## src/rtl/cfg_rb_pkg.sv

```systemverilog
package cfg_rb_pkg;
  localparam int CTL_W   = 2;
  localparam int EN_POS  = 0;
  localparam int RD_POS  = 1;
  localparam int SEL_W   = 2;

  typedef enum logic [SEL_W-1:0] {
    SEL_FUSE_LO = 2'b00,
    SEL_LOCK    = 2'b01,
    SEL_FILL    = 2'b10,
    SEL_FUSE_HI = 2'b11
  } cfg_sel_e;
endpackage

```

## src/rtl/cfg_rb_ctl.sv

```systemverilog
module cfg_rb_ctl
  import cfg_rb_pkg::*;
#(
  parameter int LD_WIN = 3,
  parameter int ST_WIN = 4
) (
  input  logic             clk,
  input  logic             rst,
  input  logic             ctl_we,
  input  logic [CTL_W-1:0] ctl_wdata,
  input  logic             ld_stb,
  input  logic             st_stb,
  output logic             armed,
  output logic [CTL_W-1:0] ctl_bits
);
  localparam int MAX_WIN = (ST_WIN > LD_WIN) ? ST_WIN : LD_WIN;
  localparam int CNT_W   = $clog2(MAX_WIN) + 1;

  logic             en_q, rd_q;
  logic [CNT_W-1:0] cnt_q;
  logic             ld_expire, st_expire, consume;

  assign armed     = en_q & rd_q;
  assign ld_expire = armed && (cnt_q == CNT_W'(LD_WIN - 1));
  assign st_expire = cnt_q == CNT_W'(ST_WIN - 1);
  assign consume   = (armed && ld_stb) || st_stb;

  always_ff @(posedge clk) begin
    if (rst) begin
      en_q  <= 1'b0;
      rd_q  <= 1'b0;
      cnt_q <= '0;
    end else if (ctl_we) begin
      en_q  <= ctl_wdata[EN_POS];
      rd_q  <= ctl_wdata[RD_POS] & ctl_wdata[EN_POS];
      cnt_q <= '0;
    end else if (en_q) begin
      if (consume || ld_expire || st_expire) begin
        en_q  <= 1'b0;
        rd_q  <= 1'b0;
        cnt_q <= '0;
      end else begin
        cnt_q <= cnt_q + 1'b1;
      end
    end
  end

  always_comb begin
    ctl_bits         = '0;
    ctl_bits[EN_POS] = en_q;
    ctl_bits[RD_POS] = rd_q;
  end

  // read-configuration bit never set alone
  p_rd_needs_en_r9: assert property (@(posedge clk) disable iff (rst)
    rd_q |-> en_q);
  // armed counter stays inside the load window
  p_ld_window_r3: assert property (@(posedge clk) disable iff (rst)
    armed |-> (cnt_q < CNT_W'(LD_WIN)));
  // counter stays inside the store window
  p_st_window_r4: assert property (@(posedge clk) disable iff (rst)
    en_q |-> (cnt_q < CNT_W'(ST_WIN)));
  // an armed load ends the mode
  p_consume_r2: assert property (@(posedge clk) disable iff (rst)
    (armed && ld_stb && !ctl_we) |=> (!en_q && !rd_q));
  // a store ends the window
  p_store_r5: assert property (@(posedge clk) disable iff (rst)
    (en_q && st_stb && !ctl_we) |=> !en_q);
  // arming write
  p_arm_r1: assert property (@(posedge clk) disable iff (rst)
    (ctl_we && ctl_wdata == 2'b11) |=> (armed && cnt_q == '0));
endmodule

```

## src/rtl/cfg_rb_mux.sv

```systemverilog
module cfg_rb_mux
  import cfg_rb_pkg::*;
#(
  parameter int DATA_W = 8,
  parameter int LOCK_W = 2
) (
  input  logic [SEL_W-1:0]  sel,
  input  logic [DATA_W-1:0] fuse_lo_prog,
  input  logic [DATA_W-1:0] fuse_hi_prog,
  input  logic [LOCK_W-1:0] lock_prog,
  output logic [DATA_W-1:0] cfg_byte
);
  logic [DATA_W-1:0] lock_byte;

  generate
    if (LOCK_W < DATA_W) begin : g_pad
      assign lock_byte = {{(DATA_W - LOCK_W){1'b1}}, ~lock_prog};
    end else begin : g_full
      assign lock_byte = ~lock_prog[DATA_W-1:0];
    end
  endgenerate

  always_comb begin
    unique case (cfg_sel_e'(sel))
      SEL_FUSE_LO: cfg_byte = ~fuse_lo_prog;
      SEL_LOCK:    cfg_byte = lock_byte;
      SEL_FUSE_HI: cfg_byte = ~fuse_hi_prog;
      default:     cfg_byte = '1;
    endcase
  end
endmodule

```

## src/rtl/cfg_rb_out.sv

```systemverilog
module cfg_rb_out #(
  parameter int DATA_W = 8
) (
  input  logic              clk,
  input  logic              rst,
  input  logic              ld_stb,
  input  logic              use_cfg,
  input  logic [DATA_W-1:0] cfg_byte,
  input  logic [DATA_W-1:0] pmem_rdata,
  output logic              ld_valid,
  output logic [DATA_W-1:0] ld_result
);
  always_ff @(posedge clk) begin
    if (rst) begin
      ld_valid  <= 1'b0;
      ld_result <= '0;
    end else begin
      ld_valid <= ld_stb;
      if (ld_stb) ld_result <= use_cfg ? cfg_byte : pmem_rdata;
    end
  end

  // no strobe, no new result
  p_hold_r11: assert property (@(posedge clk) disable iff (rst)
    !ld_stb |=> (!ld_valid && $stable(ld_result)));
  // a strobe always produces a valid result
  p_valid_r11: assert property (@(posedge clk) disable iff (rst)
    ld_stb |=> ld_valid);
endmodule

```

## src/rtl/cfg_readback_unit.sv

```systemverilog
module cfg_readback_unit
  import cfg_rb_pkg::*;
#(
  parameter int ADDR_W = 16,
  parameter int DATA_W = 8,
  parameter int LOCK_W = 2,
  parameter int LD_WIN = 3,
  parameter int ST_WIN = 4
) (
  input  logic              clk,
  input  logic              rst,
  input  logic              ctl_we,
  input  logic [CTL_W-1:0]  ctl_wdata,
  output logic [CTL_W-1:0]  ctl_bits,
  input  logic              ld_stb,
  input  logic [ADDR_W-1:0] ld_addr,
  input  logic [DATA_W-1:0] pmem_rdata,
  output logic              ld_valid,
  output logic [DATA_W-1:0] ld_result,
  input  logic              st_stb,
  input  logic [DATA_W-1:0] fuse_lo_prog,
  input  logic [DATA_W-1:0] fuse_hi_prog,
  input  logic [LOCK_W-1:0] lock_prog
);
  logic              armed;
  logic [DATA_W-1:0] cfg_byte;
  logic              addr_hi_unused;

  assign addr_hi_unused = ^ld_addr[ADDR_W-1:SEL_W];

  cfg_rb_ctl #(.LD_WIN(LD_WIN), .ST_WIN(ST_WIN)) u_ctl (
    .clk(clk), .rst(rst), .ctl_we(ctl_we), .ctl_wdata(ctl_wdata),
    .ld_stb(ld_stb), .st_stb(st_stb), .armed(armed), .ctl_bits(ctl_bits)
  );

  cfg_rb_mux #(.DATA_W(DATA_W), .LOCK_W(LOCK_W)) u_mux (
    .sel(ld_addr[SEL_W-1:0]), .fuse_lo_prog(fuse_lo_prog),
    .fuse_hi_prog(fuse_hi_prog), .lock_prog(lock_prog), .cfg_byte(cfg_byte)
  );

  cfg_rb_out #(.DATA_W(DATA_W)) u_out (
    .clk(clk), .rst(rst), .ld_stb(ld_stb), .use_cfg(armed),
    .cfg_byte(cfg_byte), .pmem_rdata(pmem_rdata),
    .ld_valid(ld_valid), .ld_result(ld_result)
  );

  // filler address returns all ones when armed
  p_fill_r6: assert property (@(posedge clk) disable iff (rst)
    (armed && ld_stb && ld_addr[SEL_W-1:0] == 2'b10) |=> (ld_result == '1));
  // lock read upper bits are ones
  p_lock_ones_r8: assert property (@(posedge clk) disable iff (rst)
    (armed && ld_stb && ld_addr[SEL_W-1:0] == 2'b01)
      |=> (ld_result[DATA_W-1:LOCK_W] == '1));
endmodule

```

## config.mk

```make
export PLATFORM = sky130hd
export DESIGN_NAME = cfg_readback_unit
export DESIGN_NICKNAME = d
export VERILOG_FILES = /design/src/rtl/cfg_rb_pkg.sv /design/src/rtl/cfg_rb_ctl.sv /design/src/rtl/cfg_rb_mux.sv /design/src/rtl/cfg_rb_out.sv /design/src/rtl/cfg_readback_unit.sv
export SDC_FILE = /design/constraint.sdc
export NUM_CORES = 1
export LEC_CHECK = 0
export BUFFER_PORTS_ARGS = -buffer_cell sky130_fd_sc_hd__buf_2
export CELL_PAD_IN_SITES_DETAIL_PLACEMENT = 1
export CELL_PAD_IN_SITES_GLOBAL_PLACEMENT = 2
export CORE_ASPECT_RATIO = 0.75
export CORE_MARGIN = 3
export CORE_UTILIZATION = 19
export CTS_CLUSTER_SIZE = 14
export DETAILED_ROUTE_END_ITERATION = 6
export HOLD_SLACK_MARGIN = 0.06
export PLACE_DENSITY = 0.74
export SKIP_LAST_GASP = 1
export SLEW_MARGIN = 5
export SYNTH_ARGS = -nofsm -noshare
export SYNTH_HDL_FRONTEND = slang
export SYNTH_SLANG_ARGS = --single-unit
```

## constraint.sdc

```tcl
create_clock -name clk -period 1.8 [get_ports clk]
set_input_delay 0.36 -clock clk [delete_from_list [all_inputs] [get_ports clk]]
set_output_delay 0.36 -clock clk [all_outputs]
set_load 0.01 [all_outputs]
```

After elaboration in Yosys (flattened, before gate mapping):

Cells that the tools add are included.

* memories: 0
* bits in latches: 0
* memory bits (writable): 0
* bits in registers: 14
* bits in read-only memories: 0
* output and inout port bits: 11

* div/mod/pow operators: 0
* multiplexer cells: 9
* add/subtract/negate cells: 1
* equality and inequality tests: 4
* $lt $le $gt $ge: 0
* bitwise operators: 5
* reductions and logical operators: 10
* $mul: 0
* shifts and indexed selects: 0

Operators with widths (number)
* one-hot mux 8 bit (3 select lines): 1
* NOT 8 bit: 2
* two-way mux 8 bit: 1
* equality test 3 x 2 -> 1 bit (second input constant): 2
* two-way mux 1 bit: 6
* nonzero test 2 bit: 2
* adder 3 x 1 -> 3 bit (second input constant): 1
* logical OR 1 bit: 3
* two-way mux 3 bit: 1
* bitwise AND 1 bit: 2
* equality test 2 x 1 -> 1 bit (second input constant): 1
* equality test 2 bit (second input constant): 1
* logical AND 1 bit: 2
* zero test 2 bit: 1
* NOT 2 bit: 1
* AND reduction 2 bit: 1
* OR reduction 2 bit: 1

Depth between registers and ports, before layout:

Gate-level depths: netlist of the first run.

* word-level depth: 8
* mapped depth: 6

Hierarchy:

A second synthesis of the first run with hierarchy kept.

* cells, all modules: 84
* area total of the unflattened synthesis: 809.5 um^2

Modules (own cells, without submodules)
* cfg_rb_out: instances 1, area each 390.4 um^2, cells each 38
* cfg_rb_ctl: instances 1, area each 312.8 um^2, cells each 33
* cfg_rb_mux: instances 1, area each 106.4 um^2, cells each 13

Worst setup path before layout of the first run:

Ideal clock, no wire load.

* path kind: register to register
* start point: register u_ctl.cnt_q[0]
* end point: register u_ctl.cnt_q[0]
* data required time: 1714 ps
* library setup time: 86 ps
* slack: 515 ps
* period minus slack after synthesis: 1285 ps
* data arrival time: 1199 ps
* cell stages (with the launch flop): 7
* cells stage by stage: dfxtp_1 > inv_1 > ha_1 > nor2b_1 > o21ai_1 > nand4_1 > a211oi_1

* longest elaborated chain between the ends: 5
* elaborated cells between the ends (all ways): 7
* classes of those cells: add/sub: 1; eq/ne: 2; mux: 1; reduce/logical: 3

Ends and longest elaborated chain
* start: declaration: line cfg_rb_ctl.sv:20 `logic [CNT_W-1:0] cnt_q;`
* start signal: assignment: line cfg_rb_ctl.sv:43 `cnt_q <= cnt_q + 1'b1;`
* branches (longest 4 deep; another with adder 3 x 1 -> 3 bit)
* two-way mux 3 bit *: line cfg_rb_ctl.sv:38 `if (consume || ld_expire || st_expire) begin`

Every way passes the cells marked *.
A chain may end at the register's enable or synchronous reset.

Worst setup path in the final report of the first run:

* start point: register u_ctl.cnt_q[0]
* end point: register u_ctl.cnt_q[1]

Same word-level chain as after synthesis.

==> impl_metrics.tcl, run 1 <==
set metrics [dict create \
    final_common_cell "buf_2" \
    initial_core_util_pct 20.1 \
    fin_setup_tns_ns 0 \
    vias 809 \
    rsz0062_at_grt "false" \
    maxCapViolations 0 \
    syn_area_per_cell_um2 8.64 \
    critPathKind "reg2reg" \
    drtIter0Drc 7 \
    startpoint_type "flop" \
    post-cts-setup-buffers 0 \
    cp_top_family "compound AO/OA/AOI/OAI gates" \
    syn_nets 139 \
    syn_to_final_growth_pct 40.1 \
    syn_area_um2 752 \
    design_area_um2 1050 \
    clockBufferDepth 2 \
    vias_per_cell 4.47 \
    synth_area_leaders "dfxtp_1 37%, a211oi_1 8.0%, a21oi_1 6.7%" \
    layout_common_cells "45 x buf_2, 14 x dfxtp_1, 10 x a21oi_1, 9 x nor2_1, 8 x a211oi_1" \
    grt_overflow_total 0 \
    crit_buf_inv 1 \
    grt_first_pass_wirelength_um 4090 \
    finalCriticalPeriod_ns 1.54 \
    rows 19 \
    cp_data_arrival_time_ns 1.69 \
    hold_viol_final 0 \
    slew_violations 0 \
    insertion_delay_ns 0.24 \
    die_w_um 78.6 \
    wire_per_inst_um 13.9 \
    end_kind "flop" \
    syn_inst 87 \
    root_buffer "clkbuf_8" \
    synth_ff_type "dfxtp_1" \
    gp_congestion 0.792 \
    dr.pass1.iters 4 \
    synth_area_leader_cell "dfxtp_1" \
    hold_ws_ns 0.378 \
    crit_fanout 4 \
    grt_max_degree 21 \
    first_global_vias 917 \
    numCtsBuffers 3 \
    pre_cts_ws_ns 0.250 \
    clock-sinks 14 \
    finalSetupViolations 0 \
    ant_nets 0 \
    synth-seq-cells 14 \
    leakagePower_nw 0.467 \
    postCtsHoldBufs 0 \
    relSlewSlack_pct 67.8 \
    synth_edf_count 0 \
    synthArstFlopShare_pct 0 \
    clk_pin_slew_ns 0.06 \
    die_area_um2 4760 \
    nets 182 \
    route.detailed.drc 0 \
    final_layout_size_suffix_gt1_share_pct 39.5 \
    skew_ns 0.00157 \
    period_share_pct 85.8 \
    htree_levels 1 \
    coreArea_um2 3730 \
    max_stage_delay_ns 0.37 \
    yosysWarnings 0 \
    status "finished, final reports clean" \
    grt_usage_pct 11.3 \
    ys_seq_area_share_pct 37.3 \
    port_buffers 45 \
    synth_cell_type_count 27 \
    crit_chain "inv_1, ha_1, nor2b_1, o21ai_1, nand4b_1, a211oi_1" \
    die_h_um 60.5 \
    worst_path_max_delay_cell "dfxtp_1" \
    finalWorstSetupSlack_ns 0.255 \
    wirelength_um 2510 \
    worst_pin_slew_ns 0.482 \
    fin_util_pct 28.2 \
    cp.required_ns 1.95 \
    power_density_nw_per_um2 722 \
    peakVddDrop_uv 257 \
    io_pins 60 \
    hp-class "in2reg" \
    antenna_found_initial 0 \
    synth.top_cell.area_share_pct 37.3 \
    cts_tree "built" \
    post-dp-hpwl_um 2040 \
    fmax_mhz 647 \
    cts_resized 0 \
    antenna_cells 0 \
    place_area_um2 998 \
]
-- worst reg2reg max path, stage by stage (launching register included) --
cell      delay, ns
dfxtp_1        0.37
inv_1          0.08
ha_1           0.20
nor2b_1        0.14
o21ai_1        0.26
nand4b_1       0.16
a211oi_1       0.25
-- synthesized netlist by cell type, types with 2 or more instances --
cell type and count:
nand2b_1 3, a21oi_1 10, buf_2 2, ha_1 3
nor2_1 9, nand2_1 4, o21ai_0 2, mux2i_1 2
nor2b_1 3, nand4b_1 3, dfxtp_1 14, nand4_1 2
a211oi_1 8, buf_4 3, inv_1 2, a311oi_1 2
a221oi_1 5
-- area by class of cell --
class | count | area [um^2]
Inverter | 2 | 7.51
Fill cell | 462 | 2680
Timing Repair Buffer | 46 | 233
Multi-Input combinational cell | 63 | 413
Tap cell | 52 | 65.1
Clock buffer | 4 | 55.1
Sequential cell | 14 | 280
-- stage by stage --
step | instances | power [mW]
5_1_grt | 181 | 0.807
3_3_place_gp | 177 | 0.458
4_1_cts | 181 | 0.777
3_5_place_dp | 177 | 0.463
2_1_floorplan | 87 | 0.399
6_report | 181 | 0.761
-- layer usage --
metal | GRT usage [%] | part of all wire (%) | vias up
met3 | 3.71 | 4.1 | 2
met5 | 0 | 0 | -
met4 | 3.74 | 0.84 | 0
li1 | - | - | 409
met2 | 21.3 | 53 | 18
met1 | 12.1 | 42 | 380
-- cell families after synthesis --
logic type / after synthesis / share of synthesized area (%)
and+or+nand+nor: 27 / 19.5
adders and majority gates: 3 / 4.99
AOI/OAI and AO/OA: 31 / 27.8
DFF: 14 / 37.3
buffers and inverters: 10 / 7.82
muxes: 2 / 2.66
-- registers in the layout (all words and copies together) (netlist names) --
name and cells:
u_out.ld_valid 1, u_ctl.en_q 1, u_out.ld_result 8, u_ctl.cnt_q 3, u_ctl.rd_q 1
-- power by group --
part	total [mW]	switching [mW]	leakage (nW)	internal (mW)
logic	0.120	0.0621	0.322	0.0580
clock network	0.307	0.113	0.0288	0.194
registers	0.334	0.00833	0.115	0.326
-- path summary, 6_finish.rpt --
kind / end / from / slack, ns / depth (start not counted)
min: u_out.ld_result[1]$_SDFFE_PP0P_ / pmem_rdata[1] / 0.38 / 3
max reg2reg: u_ctl.cnt_q[1]$_SDFFE_PP0P_ / u_ctl.cnt_q[0]$_SDFFE_PP0P_ / 0.26 / 6
min reg2reg: u_out.ld_result[1]$_SDFFE_PP0P_ / u_out.ld_result[1]$_SDFFE_PP0P_ / 0.49 / 2
max: u_ctl.cnt_q[1]$_SDFFE_PP0P_ / u_ctl.cnt_q[0]$_SDFFE_PP0P_ / 0.26 / 6
Power figures use the tool's default switching activity.
==> run 2, diff against run 1 <==
Settings changed: RECOVER_POWER from default to 50.
==> impl_metrics.tcl, run 2 (synthesized netlist as in run 1, its figures left out) <==
set metrics [dict create \
    cts_tree "built" \
    max_stage_delay_ns 0.37 \
    wire_per_inst_um 13.8 \
    vias_per_cell 4.48 \
    place_area_um2 998 \
    cp.required_ns 1.95 \
    nets 182 \
    crit_fanout 4 \
    peakVddDrop_uv 257 \
    startpoint_type "flop" \
    critPathKind "reg2reg" \
    grt_first_pass_wirelength_um 4090 \
    dr.pass1.iters 4 \
    htree_levels 1 \
    hp-class "in2reg" \
    first_global_vias 917 \
    rsz0062_at_grt "false" \
    p_clk_share_pct 40.6 \
    post-cts-setup-buffers 0 \
    slew_violations 0 \
    grt_overflow_total 0 \
    finalSetupViolations 0 \
    relSlewSlack_pct 46.1 \
    coreArea_um2 3730 \
    clock-sinks 14 \
    antenna_found_initial 0 \
    worst_path_max_delay_cell "dfxtp_1" \
    io_pins 60 \
    final_common_cell "buf_2" \
    cts_resized 0 \
    die_h_um 60.5 \
    fin_setup_tns_ns 0 \
    initial_core_util_pct 20.1 \
    postCtsHoldBufs 0 \
    root_buffer "clkbuf_8" \
    design_area_um2 1040 \
    cp_data_arrival_time_ns 1.70 \
    finalCriticalPeriod_ns 1.55 \
    fmax_mhz 647 \
    post-dp-hpwl_um 2040 \
    die_area_um2 4760 \
    drtIter0Drc 8 \
    wirelength_um 2500 \
    power_density_nw_per_um2 731 \
    numCtsBuffers 3 \
    internal-power_mw 0.573 \
    reg_top3 "u_out.ld_result: 8 flops, u_ctl.cnt_q: 3 flops" \
    p_seq_share_pct 44.2 \
    ant_nets 0 \
    regMostFlops "u_out.ld_result" \
    final_layout_size_suffix_gt1_share_pct 30.2 \
    grt_usage_pct 11.3 \
    power_mw 0.757 \
    syn_to_final_growth_pct 37.8 \
    largest_reg_flops 8 \
    period_share_pct 85.9 \
    crit_chain "inv_1, ha_1, nor2b_1, o21ai_1, nand4b_1, a211oi_1" \
    hold_viol_final 0 \
    grt_max_degree 21 \
    worst_pin_slew_ns 0.808 \
    gp_congestion 0.792 \
    clockBufferDepth 2 \
    port_buffers 45 \
    status "finished, final reports clean" \
    leakagePower_nw 0.423 \
    p_comb_share_pct 15.2 \
    die_w_um 78.6 \
    rows 19 \
    fin_util_pct 27.8 \
    clk_pin_slew_ns 0.06 \
    skew_ns 0.00136 \
    switchingPower_mw 0.184 \
    route.detailed.drc 0 \
    maxCapViolations 0 \
    layout_common_cells "34 x buf_2, 14 x dfxtp_1, 12 x clkbuf_1, 10 x a21oi_1, 9 x nor2_1" \
    insertion_delay_ns 0.24 \
    vias 811 \
    sw_frac_of_total_pct 24.4 \
    end_kind "flop" \
    antenna_cells 0 \
]
run 2: cell count changes in the layout (fill, tap and decap cells not counted):
cell	change
buf_4	-1
buf_2	-11
clkbuf_1	+12
run 2: worst paths after layout:
| check | to | slack [ns] | startpoint | cells after the start |
|---|---|---|---|---|
| max | u_ctl.cnt_q[1]$_SDFFE_PP0P_ | 0.25 | u_ctl.cnt_q[0]$_SDFFE_PP0P_ | 6 |
| min | u_out.ld_result[1]$_SDFFE_PP0P_ | 0.38 | pmem_rdata[1] | 3 |
| max reg2reg | u_ctl.cnt_q[1]$_SDFFE_PP0P_ | 0.25 | u_ctl.cnt_q[0]$_SDFFE_PP0P_ | 6 |
| min reg2reg | u_out.ld_result[1]$_SDFFE_PP0P_ | 0.49 | u_out.ld_result[1]$_SDFFE_PP0P_ | 2 |
run 2: metal layers:
metal	track usage [%]	up-vias	part of all wire, %
li1	-	409	-
met1	12.1	380	42
met2	21.3	20	52
met3	3.71	2	4.6
met4	3.74	0	0.84
met5	0	-	0
run 2: per-stage QoR:
stage,std cells,hold WS [ns],setup WS (ns)
after floorplan,87,0.432,0.515
after global placement,177,0.470,0.295
final,181,0.378,0.253
after CTS,181,0.374,0.225
after global routing,181,0.392,0.0578
after detailed placement,177,0.483,0.250
run 2: critical path, delay by kind of cell (launching register included):
kind,cells,cell delay [ns]
compound gates,2,0.51
fa+ha+maj,1,0.20
buf+inv,1,0.08
flops,1,0.37
simple gates,2,0.30
run 2: layout make-up:
class,count,area (um^2)
Fill cell,468,2700
Timing Repair Buffer,46,215
Sequential cell,14,280
Multi-Input combinational cell,63,413
Inverter,2,7.51
Clock buffer,4,55.1
Tap cell,52,65.1
run 2: power by group through the flow:
stage | sequential, mW | clock [mW] | combinational, mW
floorplan | 0.347 | 0 | 0.0526
global placement | 0.340 | 0 | 0.118
detailed placement | 0.341 | 0 | 0.122
CTS | 0.335 | 0.320 | 0.122
global route | 0.336 | 0.336 | 0.130
finish | 0.335 | 0.307 | 0.115
==> run 3, diff against run 2 <==
Settings changed: CORE_UTILIZATION 19 to 20, CTS_CLUSTER_SIZE 14 to 30, PLACE_DENSITY 0.74 to 0.73, SYNTH_HIERARCHICAL from default to 1.
==> impl_metrics.tcl, run 3 <==
set metrics [dict create \
    fmax_mhz 729 \
    final_common_cell "buf_2" \
    cp.required_ns 1.96 \
    met2_usage_pct 18.0 \
    reg2reg_from "u_ctl/cnt_q[0]$_SDFFE_PP0P_" \
    hold_viol_final 0 \
    fin_util_pct 28.2 \
    largest_reg_flops 8 \
    drtIter0Drc 6 \
    cts_resized 0 \
    synth_edf_count 0 \
    grt_overflow_total 0 \
    port_buffers 45 \
    post-cts-setup-buffers 0 \
    final_layout_size_suffix_gt1_share_pct 33.6 \
    grt_first_pass_wirelength_um 3630 \
    worst_pin_slew_ns 0.744 \
    slew_violations 0 \
    busiest_layer "met2" \
    syn_inst 84 \
    wire_per_inst_um 13.2 \
    die_area_um2 4850 \
    route.detailed.drc 0 \
    rows 19 \
    post-dp-hpwl_um 1970 \
    crit_fanout 4 \
    synthTopCellsByCount "14 x dfxtp_1, 10 x mux2i_1, 10 x nor2_1, 8 x a211oi_1, 6 x a22oi_1" \
    synth.top_cell.area_share_pct 34.6 \
    numCtsBuffers 3 \
    grt_usage_pct 9.65 \
    min_path_cells 3 \
    antenna_found_initial 0 \
    cts_tree "built" \
    finalSetupViolations 0 \
    cp_data_arrival_time_ns 1.53 \
    syn_area_um2 810 \
    clk_pin_slew_ns 0.06 \
    maxCapViolations 0 \
    design_area_um2 1070 \
    synth-seq-cells 14 \
    finalCriticalPeriod_ns 1.37 \
    synth_area_leaders "dfxtp_1 35%, mux2i_1 12%, a211oi_1 7.4%" \
    startpoint_type "flop" \
    postCtsHoldBufs 0 \
    root_buffer "clkbuf_8" \
    vias 785 \
    end_kind "flop" \
    fin_setup_tns_ns 0 \
    syn_nets 136 \
    grt_max_degree 19 \
    fill_cells 468 \
    synth_ff_type "dfxtp_1" \
    gp_congestion 0.679 \
    wirelength_um 2340 \
    clockBufferDepth 2 \
    reg2reg_depth 5 \
    rsz0062_at_grt "false" \
    numPlacedInstances 174 \
    grtUsageMet1_pct 10.3 \
    layout_common_cells "34 x buf_2, 14 x dfxtp_1, 11 x clkbuf_1, 10 x nor2_1, 10 x mux2i_1" \
    syn_area_per_cell_um2 9.64 \
    power_density_nw_per_um2 667 \
    critPathKind "reg2reg" \
    r2r_end "u_ctl/cnt_q[1]$_SDFFE_PP0P_" \
    die_h_um 61.1 \
    antenna_cells 0 \
    initial_core_util_pct 21.4 \
    status "finished, final reports clean" \
    htree_levels 1 \
    vias_per_cell 4.44 \
    finalWorstSetupSlack_ns 0.429 \
    hold_path_end "u_ctl/rd_q$_SDFFE_PP0P_" \
    synth_cell_type_count 21 \
    ys_seq_area_share_pct 34.6 \
    syn_to_final_growth_pct 31.8 \
    peakVddDrop_uv 233 \
    hp-class "in2reg" \
    dr.pass1.iters 3 \
    insertion_delay_ns 0.24 \
    synth_area_leader_cell "dfxtp_1" \
    relSlewSlack_pct 50.4 \
    globalRouteMet3Util_pct 3.22 \
    io_pins 60 \
    reg_top3 "u_out/ld_result: 8 flops, u_ctl/cnt_q: 3 flops" \
    place_area_um2 1040 \
    stdcell_count 177 \
    yosysMostFrequentCell "dfxtp_1" \
    ant_nets 0 \
    period_share_pct 76.2 \
    min_from "ctl_wdata[1]" \
    first_global_vias 813 \
    synthArstFlopShare_pct 0 \
    clock-sinks 14 \
    pre_cts_ws_ns 0.419 \
    rrSetupSlack_ns 0.43 \
    leakagePower_nw 0.422 \
    nets 179 \
    regMostFlops "u_out/ld_result" \
    die_w_um 79.5 \
    skew_ns 0.00212 \
    yosysWarnings 6 \
    coreArea_um2 3780 \
]
==> run 3: cell count changes in the layout (fill, tap and decap cells not counted), sizes merged, moves of 3 or more <==
cell	change
a221oi	-5
nand2b	-3
nand3b	+4
a21oi	-10
a22oi	+5
mux2i	+8
nand2	-4
==> run 3: routing by layer <==
metal / wire length (um) / vias to the layer above
met2: 1230 / 22
met1: 954 / 367
met3: 137 / 4
li1: - / 392
met5: 0 / -
met4: 27 / 0
==> run 3: worst max-delay path: stages (launching register included) <==
cell and delay, ns:
dfxtp_1 0.32, ha_1 0.20, ha_1 0.18, nor2_1 0.26, nand4b_1 0.15, o21ai_0 0.18
==> run 3: area by class of cell <==
| type | count | area [um^2] | share of cell area [%] |
|---|---|---|---|
| Clock buffer | 3 | 41.3 | 3.87 |
| Multi-Input combinational cell | 61 | 462 | 43.3 |
| Inverter | 2 | 7.51 | 0.703 |
| Sequential cell | 14 | 280 | 26.3 |
| Tap cell | 52 | 65.1 | 6.10 |
| Timing Repair Buffer | 45 | 211 | 19.8 |
==> run 3: logic make-up after synthesis <==
group | after synthesis | share of synthesized area, %
AOI/OAI and AO/OA | 23 | 21.6
adders and majority gates | 3 | 4.64
buffers and inverters | 9 | 8.35
DFF | 14 | 34.6
muxes | 10 | 12.4
and+or+nand+nor | 25 | 18.4
==> run 3: per-stage QoR <==
stage	total power, mW	hold WS (ns)
after floorplan	0.412	0.457
after global placement	0.468	0.474
after detailed placement	0.474	0.481
after CTS	0.728	0.386
after global routing	0.750	0.431
final	0.711	0.392
==> run 3: worst max-delay path by stage <==
stage	slack, ns	start	end	depth (start not counted)
floorplan	0.62	u_ctl/cnt_q[0]$_SDFFE_PP0P_	u_ctl/en_q$_SDFF_PP0_	5
global placement	0.46	ld_addr[1]	u_out/ld_result[3]$_SDFFE_PP0P_	5
detailed placement	0.42	ld_addr[0]	u_out/ld_result[5]$_SDFFE_PP0P_	5
CTS	0.42	u_ctl/cnt_q[0]$_SDFFE_PP0P_	u_ctl/cnt_q[1]$_SDFFE_PP0P_	5
global route	0.30	u_ctl/cnt_q[0]$_SDFFE_PP0P_	u_ctl/cnt_q[1]$_SDFFE_PP0P_	5
finish	0.43	u_ctl/cnt_q[0]$_SDFFE_PP0P_	u_ctl/cnt_q[1]$_SDFFE_PP0P_	5
==> run 3: power breakdown <==
| part | internal [mW] | total (mW) | switching (mW) |
|---|---|---|---|
| combinational | 0.0609 | 0.125 | 0.0638 |
| sequential | 0.326 | 0.336 | 0.0100 |
| clock | 0.148 | 0.250 | 0.103 |
